--- src/rtl/cnt_pkg.sv ---
package cnt_pkg;
   typedef enum logic [1:0] {
      CNT_CLEAR = 2'd0,
      CNT_LOAD  = 2'd1,
      CNT_STEP  = 2'd2,
      CNT_HOLD  = 2'd3
   } cnt_op_e;
endpackage

--- src/rtl/cnt_ctrl.sv ---
module cnt_ctrl
   import cnt_pkg::*;
#(
   parameter bit SYNC_CLR = 1'b1
) (
   input  logic    clr_n,
   input  logic    load_n,
   input  logic    en_p,
   input  logic    en_t,
   output cnt_op_e op
);
   logic clr_act;

   generate
      if (SYNC_CLR) begin : g_sync
         assign clr_act = ~clr_n;
      end else begin : g_async
         // the register clears itself; the decoder never selects it
         assign clr_act = 1'b0;
      end
   endgenerate

   always_comb begin
      if (clr_act)            op = CNT_CLEAR;
      else if (!load_n)       op = CNT_LOAD;
      else if (en_p && en_t)  op = CNT_STEP;
      else                    op = CNT_HOLD;
   end
endmodule

--- src/rtl/cnt_next.sv ---
module cnt_next
   import cnt_pkg::*;
#(
   parameter int unsigned WIDTH = 4,
   parameter logic [WIDTH-1:0] TERM = '1
) (
   input  cnt_op_e          op,
   input  logic [WIDTH-1:0] q,
   input  logic [WIDTH-1:0] din,
   output logic [WIDTH-1:0] d
);
   logic [WIDTH-1:0] q_inc;
   assign q_inc = q + 1'b1;

   always_comb begin
      unique case (op)
         CNT_CLEAR: d = '0;
         CNT_LOAD:  d = din;
         CNT_STEP:  d = (q == TERM) ? '0 : q_inc;
         default:   d = q;
      endcase
   end
endmodule

--- src/rtl/cnt_term.sv ---
module cnt_term #(
   parameter int unsigned WIDTH = 4,
   parameter logic [WIDTH-1:0] TERM = '1
) (
   input  logic [WIDTH-1:0] q,
   input  logic             en_t,
   output logic             carry
);
   // decoded from register state only
   assign carry = en_t & (q == TERM);
endmodule

--- src/rtl/presettable_counter.sv ---
module presettable_counter
   import cnt_pkg::*;
#(
   parameter int unsigned WIDTH     = 4,
   parameter bit          DECADE    = 1'b0,
   parameter bit          ASYNC_CLR = 1'b0
) (
   input  logic             clk,
   input  logic             clr_n,
   input  logic             load_n,
   input  logic             en_p,
   input  logic             en_t,
   input  logic [WIDTH-1:0] din,
   output logic [WIDTH-1:0] q,
   output logic             carry
);
   localparam int unsigned TERM_I = DECADE ? 9 : ((1 << WIDTH) - 1);
   localparam logic [WIDTH-1:0] TERM = TERM_I[WIDTH-1:0];

   generate
      if (WIDTH < 1 || WIDTH > 30) begin : g_bad_width
         $error("presettable_counter: WIDTH out of range");
      end
      if (DECADE && WIDTH < 4) begin : g_bad_decade
         $error("presettable_counter: decade mode needs WIDTH >= 4");
      end
   endgenerate

   cnt_op_e          op;
   logic [WIDTH-1:0] d;
   logic [WIDTH-1:0] q_r;

   cnt_ctrl #(.SYNC_CLR(!ASYNC_CLR)) u_ctrl (
      .clr_n  (clr_n),
      .load_n (load_n),
      .en_p   (en_p),
      .en_t   (en_t),
      .op     (op)
   );

   cnt_next #(.WIDTH(WIDTH), .TERM(TERM)) u_next (
      .op  (op),
      .q   (q_r),
      .din (din),
      .d   (d)
   );

   generate
      if (ASYNC_CLR) begin : g_areg
         always_ff @(posedge clk or negedge clr_n) begin
            if (!clr_n) q_r <= '0;
            else        q_r <= d;
         end
      end else begin : g_sreg
         always_ff @(posedge clk) begin
            q_r <= d;
         end
      end
   endgenerate

   cnt_term #(.WIDTH(WIDTH), .TERM(TERM)) u_term (
      .q     (q_r),
      .en_t  (en_t),
      .carry (carry)
   );

   assign q = q_r;
endmodule

--- config.mk ---
export PLATFORM = sky130hd
export DESIGN_NAME = presettable_counter
export DESIGN_NICKNAME = d
export VERILOG_FILES = /design/src/rtl/cnt_pkg.sv /design/src/rtl/cnt_ctrl.sv /design/src/rtl/cnt_next.sv /design/src/rtl/cnt_term.sv /design/src/rtl/presettable_counter.sv
export SDC_FILE = /design/constraint.sdc
export NUM_CORES = 1
export LEC_CHECK = 0
export ABC_AREA = 1
export BUFFER_PORTS_ARGS = -buffer_cell sky130_fd_sc_hd__buf_2
export CAP_MARGIN = 20
export CORE_AREA = 2 2 39 41
export DETAILED_ROUTE_END_ITERATION = 8
export DIE_AREA = 0 0 41 43
export GPL_TIMING_DRIVEN = 0
export PLACE_DENSITY = 0.41
export RECOVER_POWER = 25
export SYNTH_ARGS = -nofsm -noshare
export SYNTH_HDL_FRONTEND = slang
export SYNTH_SLANG_ARGS = --single-unit
--- constraint.sdc ---
create_clock -name clk -period 1.22 [get_ports clk]
set_input_delay 0.061 -clock clk [delete_from_list [all_inputs] [get_ports clk]]
set_output_delay 0.061 -clock clk [all_outputs]
set_load 0.02 [all_outputs]
Yosys cells after proc, flatten, opt, wreduce, memory -nomap -nowiden:

Index checks and enable logic that the tools add are counted.

* register bits after elaboration: 4
* output and inout bits: 5
* logic and storage cells: 14
* input port bits: 9

* reduce and logical (&&, ||, !) cells: 3
* bitwise gates (word level): 1
* add/sub/neg operators: 1
* mux-type cells: 5
* equality and inequality tests: 3

Operator list (count)
* 4-bit one-hot mux with 3 select lines: 1
* 4-bit by 1-bit adder with 4-bit output (second input constant): 1
* 4-bit == test (second input constant): 1
* 2-bit two-way mux: 2
* 4-bit two-way mux: 1
* 3-bit nonzero test: 1
* 2-bit by 1-bit == test with 1-bit output (second input constant): 1
* 2-bit == test (second input constant): 1
* 2-bit logical NOT: 1
* 1-bit bitwise AND: 1
* 1-bit logical AND: 1
* 1-bit two-way mux: 1

Logic depth before layout (Yosys ltp):

Gate-level depths: netlist (run 1).

* depth after elaboration: 6
* gate-level depth with buffers: 5
* gate-level depth less buffers: 5

Cells and area by module:

From an unflattened synthesis (run 1), not the netlist that was laid out.

* cell total of the unflattened synthesis: 45
* area, all modules: 325.3 um^2

By module, submodules not included
* cnt_next: sequential area each 0.0 um^2, instances 1, area an instance 212.7 um^2, cells each 33
* presettable_counter: sequential area each 80.1 um^2, instances 1, area an instance 80.1 um^2, cells each 4
* cnt_ctrl: sequential area each 0.0 um^2, instances 1, area an instance 20.0 um^2, cells each 5
* cnt_term: sequential area each 0.0 um^2, instances 1, area an instance 12.5 um^2, cells each 3

Least setup slack after synthesis (run 1):

No wires, ideal clock.

* kind: reg-to-reg
* from: register q_r[0] (netlist: q[0])
* to: register q_r[2] (netlist: q[2]), data pin
* path buffers: 0
* data required time: 0.967 ns
* arrival: 1.110 ns
* library setup time: 0.253 ns
* slack: -0.144 ns
* stages on the path, launching flop included: 5
* cell sequence: edfxtp_1 ha_1 or2_0 nand3_1 nand2_1

* word-level cells in the longest chain between the ends: 3
* elaborated cells on any way between the ends: 4
* classes of those cells: 1 x add/sub; 1 x eq/ne; 2 x mux

RTL lines
* start: declaration: line presettable_counter.sv:31 `logic [WIDTH-1:0] q_r;`
* start signal: assignment: line presettable_counter.sv:56 `q_r <= d;`
* 4-bit by 1-bit adder with 4-bit output or 4-bit == test (tied branches): line cnt_next.sv:13, cnt_next.sv:19
* 4-bit two-way mux (*): line cnt_next.sv:19 `CNT_STEP: d = (q == TERM) ? '0 : q_inc;`
* 4-bit one-hot mux with 3 select lines (*): line cnt_next.sv:16 `unique case (op)`
* via d[2]: line presettable_counter.sv:30 `logic [WIDTH-1:0] d;`

The timed path passes the listed nets; every way through them passes the cells marked *.
A chain may end at the register's enable or synchronous reset.

Worst setup path in the final report (run 1):

* from: register q_r[0] (netlist: q[0])
* to: output port carry

* word-level cells in the longest chain between the ends: 2

RTL lines
* 4-bit == test: line cnt_term.sv:10 `assign carry = en_t & (q == TERM);`
* 1-bit bitwise AND: line cnt_term.sv:10
* end: declaration: line presettable_counter.sv:15 `output logic carry`

No other way between the ends.

==> results of run 1 <==
[metal layers]
metal	share of wire, %	track usage, %	vias to the layer above
li1	-	-	146
met1	52	13.36	106
met2	38	9.375	11
met3	10	3.141	0
met4	0	8.000	0
met5	0	0	-
[timing repair]
| item | CTS | global route |
|---|---|---|
| resized for setup | 2 | 0 |
| pin swaps | 0 | 1 |
| hold endpoints to repair | 0 | 0 |
| gates cloned | 0 | 0 |
| setup buffers | 2 | 0 |
| endpoints found under the setup margin | 2 | 2 |
[metrics by stage]
step | util, % | setup TNS, ps | cells
3_5_place_dp | 25.68 | -16.21 | 61
4_1_cts | 28.93 | 0 | 66
3_3_place_gp | 25.68 | -8.461 | 61
5_1_grt | 28.66 | -17.53 | 66
2_1_floorplan | - | -102.1 | 32
6_report | 28.66 | 0 | 66
[worst min-delay path by stage]
stage | end | slack [ps] | cells after the start
6_report | q[1]$_DFFE_PP_ | 130 | 3
5_1_grt | q[1]$_DFFE_PP_ | 150 | 3
4_1_cts | q[1]$_DFFE_PP_ | 130 | 3
3_5_place_dp | q[1]$_DFFE_PP_ | 370 | 3
3_3_place_gp | q[1]$_DFFE_PP_ | 370 | 3
2_1_floorplan | carry | 240 | 2
[kinds of logic after synthesis]
kind of cell	Yosys count
and+or+nand+nor	23
DFF	4
buffers and inverters	3
AOI/OAI and AO/OA	1
adders and majority gates	1
[power breakdown]
part | total [W] | switching, W | internal [W]
Sequential | 0.000176 | 0.0000102 | 0.000166
Clock | 0.000164 | 0.0000537 | 0.000110
Combinational | 0.0000839 | 0.0000482 | 0.0000357
Total | 0.000423 | 0.000112 | 0.000311
[cell usage in the layout (no fill, tap or decap)]
| master | instances |
|---|---|
| nor2_4 | 1 |
| buf_4 | 3 |
| nand2_2 | 1 |
| nor2_1 | 1 |
| nand2_1 | 9 |
| o21ai_2 | 1 |
| nand4_1 | 1 |
| buf_2 | 11 |
| or2_0 | 1 |
| nand3_2 | 1 |
| nand3_1 | 8 |
| edfxtp_1 | 4 |
| clkbuf_4 | 3 |
| clkbuf_1 | 1 |
| inv_1 | 3 |
| ha_2 | 1 |
[worst register-to-register path: stages, from the launching register on]
cell and delay (ps):
edfxtp_1 380, ha_2 210, or2_0 200, nand3_1 70, nand2_1 50
[area by class of cell]
type	instances	area (µm²)
Sequential cell	4	120.1
Tap cell	16	20.02
Multi-Input combinational cell	25	141.4
Inverter	3	11.26
Timing Repair Buffer	15	81.33
Fill cell	159	987.2
Clock buffer	3	22.52
==> out/metrics.yaml, run 1 <==
outcome:
  status: "finished clean"
sta:
  post-route-period-util_pct: 95.59
  period_minus_slack_ps: 1166
  fin_ws_ps: 53.85
  fin_worst_skew_ps: 1.552
  holdWs_ps: 130.3
  rsz0062_at_grt: "yes"
  fmaxAchievable_ghz: 0.8575
  tightest_slew_ps: 224.0
  maxSlewHeadroom_pct: 85.03
  setup_violations: 0
  slew_violations: 0
  hold_viol: 0
drt:
  wire_per_inst_um: 8.818
  firstDrtPassIters: 3
  remaining_drc_errors: 0
  drt_iter0_markers: 5
  viasPerCell: 3.985
  drtAntennaViolNets: 0
  wirelength_um: 582
  via_count: 263
logic_synthesis:
  synth.distinct_cells: 11
  syn_avg_cell_area_um2: 8.367
  synth_xor_xnor_area_share_pct: 0
  synth-adder-area-share_pct: 4.673
  async_flop_share_pct: 0
  synth-compound-area-share_pct: 3.271
  synth_area_leaders: "edfxtp_1 45%, nand3_1 17%, nand2_1 11%"
  synth_top_family_by_area: "simple AND/OR/NAND/NOR gates"
  synth_top_area_share_pct: 44.86
  yosysMostFrequentCell: "nand3_1"
  ys_seq_area_share_pct: 44.86
  synthSimpleGateAreaFrac_pct: 42.99
  synth_edf_count: 4
  synthMuxAreaShare_pct: 0
  synth_largest_area_cell: "edfxtp_1"
  ys_ff_latch: 4
  syn_inst: 32
  yosys-top-cells-count: "9 x nand3_1, 8 x nand2_1, 4 x edfxtp_1"
  yosysWarnings: 0
  syn_nets: 42
  ys.flop_type: "edfxtp_1"
  syn_area_um2: 267.8
clock_tree:
  htree_num_levels: 1
  path_clk_slew_ps: 40
  clock_latency_ps: 230
  ctsHoldBuffers: 0
  root_buffer: "clkbuf_4"
  cts_tree: "done"
  cts.sink_count: 4
  clk_path_buf_depth: 2
  cts_buffers: 3
floorplanning:
  placement_rows: 14
  core_area_um2: 1384
  die_x_um: 41
  boundaryPins: 14
  fp.dieH_um: 43
  start_util_pct: 19.35
  dieArea_um2: 1763
power:
  p_total_w: 0.0004234
  power.density_nw_per_um2: 1067
  ir_drop_mv: 0.3027
  leakagePower_nw: 0.1934
worst_setup_path:
  r2r-end: "q[2]$_DFFE_PP_"
  cpLargestDelayFamily: "flip-flops"
  start_kind: "register"
  cp.depth: 4
  reg2reg_depth: 4
  reg2reg_from: "q[0]$_DFFE_PP_"
  path_max_fanout: 3
  slowest_stage: "edfxtp_1"
  crit_path_max_incr_delay_ps: 340
  endpoint: "carry"
  startpoint: "q[0]$_DFFE_PP_"
  r2r_slack_ps: 70
  endpoint_kind: "primary output"
  crit_path_cell_trace: "ha_2 -> nand3_2 -> nor2_1 -> buf_4"
  cp.arrival_ps: 1110
  crit_buf_inv: 1
  crit_required_ps: 1160
  crit_type: "reg -> out"
global_routing:
  grt_max_degree: 7
  antenna_found_initial: 0
  gr-total-overflow: 0
  grtUsageTotal_pct: 8.972
  grt_pass1_wl_um: 1000
  grt_pass1_vias: 237
place:
  pre_cts_ws_ps: -16.21
  dp_hpwl_um: 455.6
  io_buffers: 13
  gp_congestion: 0.6474
  dpl_cell_area_um2: 355.3
final_layout:
  postLayoutCellArea_um2: 396.6
  diodes: 0
  fin_nets: 62
  drive_above_1_share_pct: 44.00
  syn2layout_area_growth_pct: 48.13
  largest_reg_flops: 4
min_path:
  hold_path_class: "in -> reg"
  min-delay-start: "din[1]"
job:
  max_cap_violations: 0
No activity file was read; power rests on OpenSTA's default activity.
==> run 2, diff against run 1 <==
- PLACE_DENSITY: 0.41 -> 0.46
- SYNTH_HIERARCHICAL: unset -> 1
==> out/metrics.yaml, run 2 <==
final_layout:
  largest_reg_flops: 4  # unchanged
  syn2layout_area_growth_pct: 32.69
  final_common_cell: "nand3_1"
  fin_nets: 73  # +18%
  diodes: 0  # unchanged
  layout_common_cells: "12 x nand3_1, 11 x buf_2, 9 x nand2_1"
  drive_above_1_share_pct: 40.98  # -3.0 points
sta:
  post-route-period-util_pct: 89.38  # -6.2 points
  fin_setup_tns_ps: 0  # unchanged
  slew_violations: 0  # unchanged
  fin_worst_skew_ps: 0.5730  # -0.9790 ps
  tightest_slew_ps: 245.2  # +21.23 ps
  hold_viol: 0  # unchanged
  setup_violations: 0  # unchanged
  rsz0062_at_grt: "no"
  fmaxAchievable_ghz: 0.9170  # +6.9%
  period_minus_slack_ps: 1090  # -75.66 ps
  fin_ws_ps: 129.5  # +75.66 ps
  maxSlewHeadroom_pct: 83.72  # -1.3 points
logic_synthesis:
  yosysMostFrequentCell: "nand3_1"
  synth_largest_area_cell: "dfxtp_1"
  syn_area_um2: 325.3  # +21%
  syn_avg_cell_area_um2: 7.229  # -14%
  ys.flop_type: "dfxtp_1"
  yosysWarnings: 6  # +6
  synth_top_area_share_pct: 24.62  # -20 points
  ys_ff_latch: 4  # unchanged
  syn_nets: 55  # +31%
  async_flop_share_pct: 0  # unchanged
  synth_edf_count: 0  # -4
  synth.distinct_cells: 14  # +3
  ys_seq_area_share_pct: 24.62  # -20 points
  synth_area_leaders: "dfxtp_1 25%, nand3_1 18%, nand3_2 12%"
  syn_inst: 45  # +41%
  yosys-top-cells-count: "12 x nand3_1, 9 x nand2_1, 5 x inv_1"
worst_setup_path:
  r2r_slack_ps: 140  # +70 ps
  reg2reg_from: "q[1]$_DFF_P_"
  path_max_fanout: 7  # +4
  start_kind: "register"
  reg2reg_depth: 6  # +2
  startpoint: "q[2]$_DFF_P_"
  r2r-end: "q[0]$_DFF_P_"
  crit_type: "reg -> out"
  endpoint_kind: "primary output"
  cp.arrival_ps: 1030  # -80 ps
  crit_required_ps: 1160  # about the same
drt:
  wire_per_inst_um: 9.558  # +8.4%
  viasPerCell: 4.325  # +8.5%
  drtAntennaViolNets: 0  # unchanged
  via_count: 333  # +27%
  drt_iter0_markers: 7  # +2
  wirelength_um: 736  # +26%
  remaining_drc_errors: 0  # unchanged
  firstDrtPassIters: 4  # +1
power:
  total_switching_power_w: 0.0001499  # +34%
  combPwrFrac_pct: 26.4  # +6.6 points
  leakagePower_nw: 0.2209  # +14%
  power.density_nw_per_um2: 1059  # -0.83%
  clkPwrFrac_pct: 36.2  # -2.5 points
  p_seq_share_pct: 37.4  # -4.1 points
  p_sw_share_pct: 32.80  # +6.3 points
  p_total_w: 0.0004570  # +7.9%
  ir_drop_mv: 0.4297  # +42%
  internal-power_w: 0.0003071  # -1.4%
floorplanning:
  fp.dieH_um: 43  # unchanged
  start_util_pct: 23.51  # +4.2 points
  core_area_um2: 1384  # unchanged
  boundaryPins: 14  # unchanged
  dieArea_um2: 1763  # unchanged
  die_x_um: 41  # unchanged
  placement_rows: 14  # unchanged
global_routing:
  grt_pass1_vias: 313  # +32%
  busiest_layer: "met2"
  grtUsageTotal_pct: 10.61  # +1.6 points
  antenna_found_initial: 0  # unchanged
  gr-total-overflow: 0  # unchanged
  met2_usage_pct: 15.00  # +5.6 points
  grt_pass1_wl_um: 1255  # +26%
  use_met1_pct: 13.69  # +0.34 points
  use_met3_pct: 6.283  # +3.1 points
  grt_max_degree: 10  # +3
clock_tree:
  root_buffer: "clkbuf_4"
  ctsHoldBuffers: 0  # unchanged
  cts.sink_count: 4  # unchanged
  clk_path_buf_depth: 2  # unchanged
  path_clk_slew_ps: 40  # about the same
  clock_latency_ps: 230  # about the same
  cts_buffers: 3  # unchanged
  htree_num_levels: 1  # unchanged
  cts_tree: "done"
min_path:
  min-delay-start: "din[1]"
  holdPathEnd: "q[1]$_DFF_P_"
  hold_path_class: "in -> reg"
  min_path_cells: 3  # unchanged
outcome:
  status: "finished clean"
job:
  max_cap_violations: 0  # unchanged
place:
  gp_congestion: 0.7044  # +8.8%
  dp_hpwl_um: 582.5  # +28%
  io_buffers: 13  # unchanged
  pre_cts_ws_ps: 97.39  # +113.6 ps
-- run 2: changes by cell type in the layout (fill, tap and decap cells not counted), sizes merged, moves of 4 or more --
cell / before / now
edfxtp: 4 / 0
inv: 3 / 7
nand3: 9 / 17
dfxtp: 0 / 4
-- run 2: how the worst max path moves through the flow --
stage / endpoint / slack, ps
3_3_place_gp: q[0]$_DFF_P_ / 110
4_1_cts: q[0]$_DFF_P_ / 100
3_5_place_dp: q[0]$_DFF_P_ / 100
5_1_grt: q[0]$_DFF_P_ / 30
2_1_floorplan: q[0]$_DFF_P_ / 60
6_report: carry / 130
-- run 2: kinds of logic (layout without fill, tap and decap cells) --
family / count (synthesis) / in the layout / share of synthesized area, %
DFF: 4 / 4 / 24.62
and+or+nand+nor: 30 / 30 / 52.70
buffers and inverters: 9 / 25 / 16.54
adders and majority gates: 1 / 1 / 3.846
AOI/OAI and AO/OA: 1 / 1 / 2.309
-- run 2: layout make-up --
| cell class | count | area [µm²] |
|---|---|---|
| fillers | 161 | 952.2 |
| multi-input cells | 32 | 191.4 |
| flip-flops and latches | 4 | 81.33 |
| repair buffers | 13 | 62.56 |
| inverters | 7 | 31.28 |
| clock buffers | 3 | 22.52 |
| plain buffers | 2 | 22.52 |
| well taps | 16 | 20.02 |
-- run 2: critical path, stage by stage, from the launching register on --
cell	delay, ps
dfxtp_1	430
nand3_1	110
nor2_1	90
buf_2	170
-- run 2: routing by layer --
| metal | wire, µm | vias up |
|---|---|---|
| met3 | 15 | 0 |
| li1 | - | 182 |
| met1 | 367 | 143 |
| met2 | 353 | 8 |
| met4 | 0 | 0 |
| met5 | 0 | - |
-- run 2: timing repair --
| item | CTS | global route |
|---|---|---|
| buffers inserted | 0 | 0 |
| gates resized for setup | 0 | 1 |
| setup endpoints to repair | 0 | 1 |
-- run 2: power groups by stage --
stage	clock network, W	registers [W]	logic [W]
floorplan	0	0.000185	0.0000677
global placement	0	0.000171	0.000124
detailed placement	0	0.000172	0.000124
CTS	0.000178	0.000170	0.000124
global route	0.000185	0.000175	0.000138
finish	0.000165	0.000171	0.000121
-- run 2: stage by stage --
step	hold slack [ps]	cells	utilization [%]	area, µm²
floorplan	205.2	45	-	325.3
global placement	305.8	74	29.66	410.4
detailed placement	300.9	74	29.66	410.4
CTS	50.36	77	31.28	432.9
global route	77.18	77	31.19	431.7
finish	61.65	77	31.19	431.7
